===== src/rtl/dma_ctl_regs.sv =====
module dma_ctl_regs #(
  parameter int NCH = 4,
  parameter int DW  = 8
) (
  input  logic              clk,
  input  logic              rst_n,
  input  logic              wr_en,
  input  logic [2:0]        wr_port,
  input  logic [DW-1:0]     wr_data,
  input  logic [NCH-1:0]    hold_req,
  input  logic [NCH-1:0]    release_req,
  input  logic [NCH-1:0]    tc_set,
  input  logic              ptr_toggle,
  output logic [2*NCH-1:0]  status,
  output logic [NCH-1:0]    mask,
  output logic [DW-1:0]     command,
  output logic [NCH*DW-1:0] mode_flat,
  output logic              byte_ptr,
  output logic              cmd_err
);
  localparam logic [DW-1:0] CMD_OK = DW'(4);

  logic [2*NCH-1:0] st_q, st_d;
  logic [NCH-1:0]   mask_q;
  logic [DW-1:0]    cmd_q;
  logic [DW-1:0]    mode_q [NCH];
  logic             ptr_q, err_q;

  wire [1:0] ch     = wr_data[1:0];
  wire       w_cmd  = wr_en && wr_port == 3'd0;
  wire       w_req  = wr_en && wr_port == 3'd1;
  wire       w_smsk = wr_en && wr_port == 3'd2;
  wire       w_mode = wr_en && wr_port == 3'd3;
  wire       w_clrp = wr_en && wr_port == 3'd4;
  wire       w_mrst = wr_en && wr_port == 3'd5;
  wire       w_clrm = wr_en && wr_port == 3'd6;
  wire       w_allm = wr_en && wr_port == 3'd7;
  wire       bad    = (wr_data & ~CMD_OK) != '0;

  always_comb begin
    st_d = st_q;
    if (w_req) begin
      st_d[NCH + int'(ch)] = wr_data[2];
      st_d[ch] = 1'b0;
    end
    if (w_mrst) st_d = '0;
    st_d[NCH-1:0]     = st_d[NCH-1:0] | tc_set;
    st_d[2*NCH-1:NCH] = (st_d[2*NCH-1:NCH] | hold_req) & ~release_req;
  end

  always_ff @(posedge clk) begin
    if (!rst_n) begin
      st_q   <= '0;
      mask_q <= '1;
      cmd_q  <= '0;
      ptr_q  <= 1'b0;
      err_q  <= 1'b0;
      for (int i = 0; i < NCH; i++) mode_q[i] <= '0;
    end else begin
      st_q  <= st_d;
      err_q <= w_cmd && bad;
      if (w_cmd && !bad) cmd_q <= wr_data;
      if (w_mrst) cmd_q <= '0;
      if (w_clrp || w_mrst) ptr_q <= 1'b0;
      else if (ptr_toggle) ptr_q <= ~ptr_q;
      if (w_smsk) mask_q[ch] <= wr_data[2];
      if (w_clrm) mask_q <= '0;
      if (w_allm) mask_q <= wr_data[NCH-1:0];
      if (w_mrst) mask_q <= '1;
      if (w_mode) mode_q[ch] <= wr_data;
    end
  end

  for (genvar g = 0; g < NCH; g++) begin : g_mode
    assign mode_flat[g*DW +: DW] = mode_q[g];
  end

  assign status   = st_q;
  assign mask     = mask_q;
  assign command  = cmd_q;
  assign byte_ptr = ptr_q;
  assign cmd_err  = err_q;
endmodule



===== config.mk =====
export PLATFORM = sky130hd
export DESIGN_NAME = dma_ctl_regs
export DESIGN_NICKNAME = d
export VERILOG_FILES = /design/src/rtl/dma_ctl_regs.sv
export SDC_FILE = /design/constraint.sdc
export NUM_CORES = 1
export LEC_CHECK = 0
export BUFFER_PORTS_ARGS = -buffer_cell sky130_fd_sc_hd__buf_4
export CAP_MARGIN = 40
export CELL_PAD_IN_SITES_DETAIL_PLACEMENT = 2
export CELL_PAD_IN_SITES_GLOBAL_PLACEMENT = 2
export CORE_MARGIN = 2
export CORE_UTILIZATION = 28
export CTS_CLUSTER_DIAMETER = 200
export CTS_CLUSTER_SIZE = 14
export DETAILED_ROUTE_END_ITERATION = 16
export PLACE_DENSITY_LB_ADDON = 0.15
export SLEW_MARGIN = 10
export SYNTH_ARGS = -nofsm -noshare
export SYNTH_HDL_FRONTEND = slang
export SYNTH_SLANG_ARGS = --single-unit
export TNS_END_PERCENT = 5

===== constraint.sdc =====
create_clock -name clk -period 3.1 [get_ports clk]
set_input_delay 0.31 -clock clk [delete_from_list [all_inputs] [get_ports clk]]
set_output_delay 0.31 -clock clk [all_outputs]
set_load 0.05 [all_outputs]

==> out/qor.txt <==
Starting DRT DRC Count: 26
Hold WC Path Type: input port to flop
slowest CP cell: edfxtp_1
clock-pin slew of the registers on the worst-case setup and hold paths: 0.11 ns
die area: 8674 µm²
Vias: 1761
post-detailed-route wirelength per cell: 16.30 µm
Cell variety after synth: 39
Via density: 4.634
Syn Area/Cell: 11.29 µm²
power density cells: 527.5 nW/µm²
Synth async-reset ratio: 0
RePlAce Congestion: 0.7490
Post-CTS Setup Repair Bufs: 0
Die H: 93.14 µm
total core area: 7727 µm²
largest net degree at the start of global routing: 22
layout cell share with drive strength beyond 1: 0.3669
Cell Area, Synth: 2225 µm²
dominant cell type by area after synthesis: edfxtp_1
DRT Pass-1 Iters: 4
WP data arrival: 0.96 ns
worst path buffer plus inverter count: 1
first-pass GRT wire length: 9777 µm
Chip Width: 93.14 µm
Yosys top cell area share: 0.4319
IO Port Bufs: 80
P&R area growth vs syn: 36.11%
crit-path cells: buf_4
CTS tree: done
placed cell area: 2912 µm²
r2r setup slk: 2.33 ns
min cycle time layout: 1.269 ns
RSZ-0062 raised after global routing: false
Cell Rows: 32
Critical Path End: mode_flat[24]
Tightest Pin Transition: 0.5277 ns
worst r2r path cells: 2
fmax: 0.7882 GHz
initial antenna violation count: 0
CP top delay family: flip-flops
Top FF cell, synth: edfxtp_1
post_cts resized: 0
clk root buf: clkbuf_8
total CTS buffers: 5
status: finished clean
VDD IR max: 187.5 µV
synth warn: 0
NumNets Final: 304
Post-synth top cells: edfxtp_1, nor2_1, dfxtp_1, nand2_1, and3_1
Mapped Cells: 197
DRC Markers: 0
Tot GR Track Use: 0.1470
CTS Buffer Depth: 2
Final Hold Viols: 0
Worst R2R End: status[7]
Diodes inserted: 0
Initial Util: 0.2879
Fin Clk Skew: 0 ns
crit path launch type: flop
clock sinks: 54
Worst path depth: 1
critical path class: flop to output pin
fin. max-slew vios: 0
grt total ovfl: 0
critical path capture point type: output pin
Max Cap Viol: 0
reg-to-reg startpoint: status[7]
cts hold-fix bufs: 0
number of synthesized flops with an enable pin: 32
Yosys reg bits: 54
Crit path required time: 2.79 ns
final instance area: 3028 µm²
crit path from: mode_q[3][0]
H-tree depth: 2
worst-path fanout max: 1
Final ANT Viol Nets: 0
crit share post-route: 0.4093
setup_tns: 0 ns
vias in the first global route: 1840
post-synthesis sequential area ratio: 0.6299
Leak Pwr: 1.311 nW
dominant cells by area after synthesis: edfxtp_1, dfxtp_1, nor2_1
Clock Latency Late Sink: 0.31 ns
setup violators final: 0
# IOs: 81
max incr delay on CP: 0.43 ns
WL final: 6193 µm
Post-DP HPWL: 4867 µm
top-count cell post-synth: edfxtp_1
Rel. slew slack: 0.6455
# fillers: 852
## cell usage in the layout, fill, tap and decap left out, types with 2 or more instances in the layout
master,netlist,final
inv_1,7,7
nor2b_1,10,10
edfxtp_1,32,32
conb_1,1,4
nor4b_2,2,2
a31oi_1,9,9
o21ai_0,9,9
nand2_1,22,22
and3_1,12,12
buf_4,3,84
nor2_1,23,23
and2_1,3,3
a21oi_1,4,4
nand3_1,2,2
dfxtp_1,22,22
mux2i_1,2,2
clkbuf_8,0,5
nand4_2,2,2
nand2b_1,3,3
## registers in the layout, indices dropped and copies added (netlist names)
name	flops
byte_ptr	1
cmd_err	1
command	8
mask	4
mode_q	32
status	8
## layer usage
| metal | global-route usage | vias to the layer above | share of wire |
|---|---|---|---|
| met5 | 0 | - | 0 |
| li1 | - | 851 | - |
| met2 | 0.2627 | 51 | 0.52 |
| met1 | 0.1771 | 853 | 0.42 |
| met4 | 0.04044 | 0 | 0.012 |
| met3 | 0.03384 | 6 | 0.050 |
## cell families after synthesis
| family | after synthesis | share of synthesized area |
|---|---|---|
| AO/OA/AOI/OAI | 30 | 0.08830 |
| XOR/XNOR | 1 | 0.003938 |
| flip-flops | 54 | 0.6299 |
| AND/OR/NAND/NOR | 87 | 0.2132 |
| multiplexers | 3 | 0.01406 |
| buffers and inverters | 21 | 0.04893 |
| other | 1 | 0.001686 |
## through the flow
step           worst slack, ns    util  power (mW)  std cells  hold WS (ns)
2_1_floorplan            1.179       -       1.018        200        0.3814
3_3_place_gp             1.532  0.3768       1.120        372        0.4403
3_5_place_dp             1.486  0.3768       1.126        372        0.4558
4_1_cts                  1.815  0.3918       1.617        380        0.1448
5_1_grt                  1.732  0.3918       1.656        380        0.1444
6_report                 1.831  0.3918       1.597        380        0.1533
## how the worst min path moves through the flow
stage | startpoint | end | slack [ns] | depth (start not counted)
2_1_floorplan | release_req[3] | status[7] | 0.38 | 1
3_3_place_gp | status[6] | status[6] | 0.44 | 2
3_5_place_dp | status[6] | status[6] | 0.46 | 2
4_1_cts | release_req[3] | status[7] | 0.14 | 2
5_1_grt | release_req[3] | status[7] | 0.14 | 2
6_report | release_req[3] | status[7] | 0.15 | 2
## layout make-up
class	instances	area (µm²)	share of cell area
flip-flops and latches	54	1401	0.4628
clock inverters	3	47.55	0.01570
inverters	7	26.28	0.008678
multi-input cells	125	725.7	0.2397
repair buffers	84	630.6	0.2083
clock buffers	5	68.82	0.02273
well taps	102	127.6	0.04215
## power breakdown
part,switching [mW],total (mW),internal [mW]
Clock,0.247,0.492,0.245
Combinational,0.205,0.296,0.0915
Sequential,0.0147,0.809,0.794
Power figures use the tool's default switching activity.
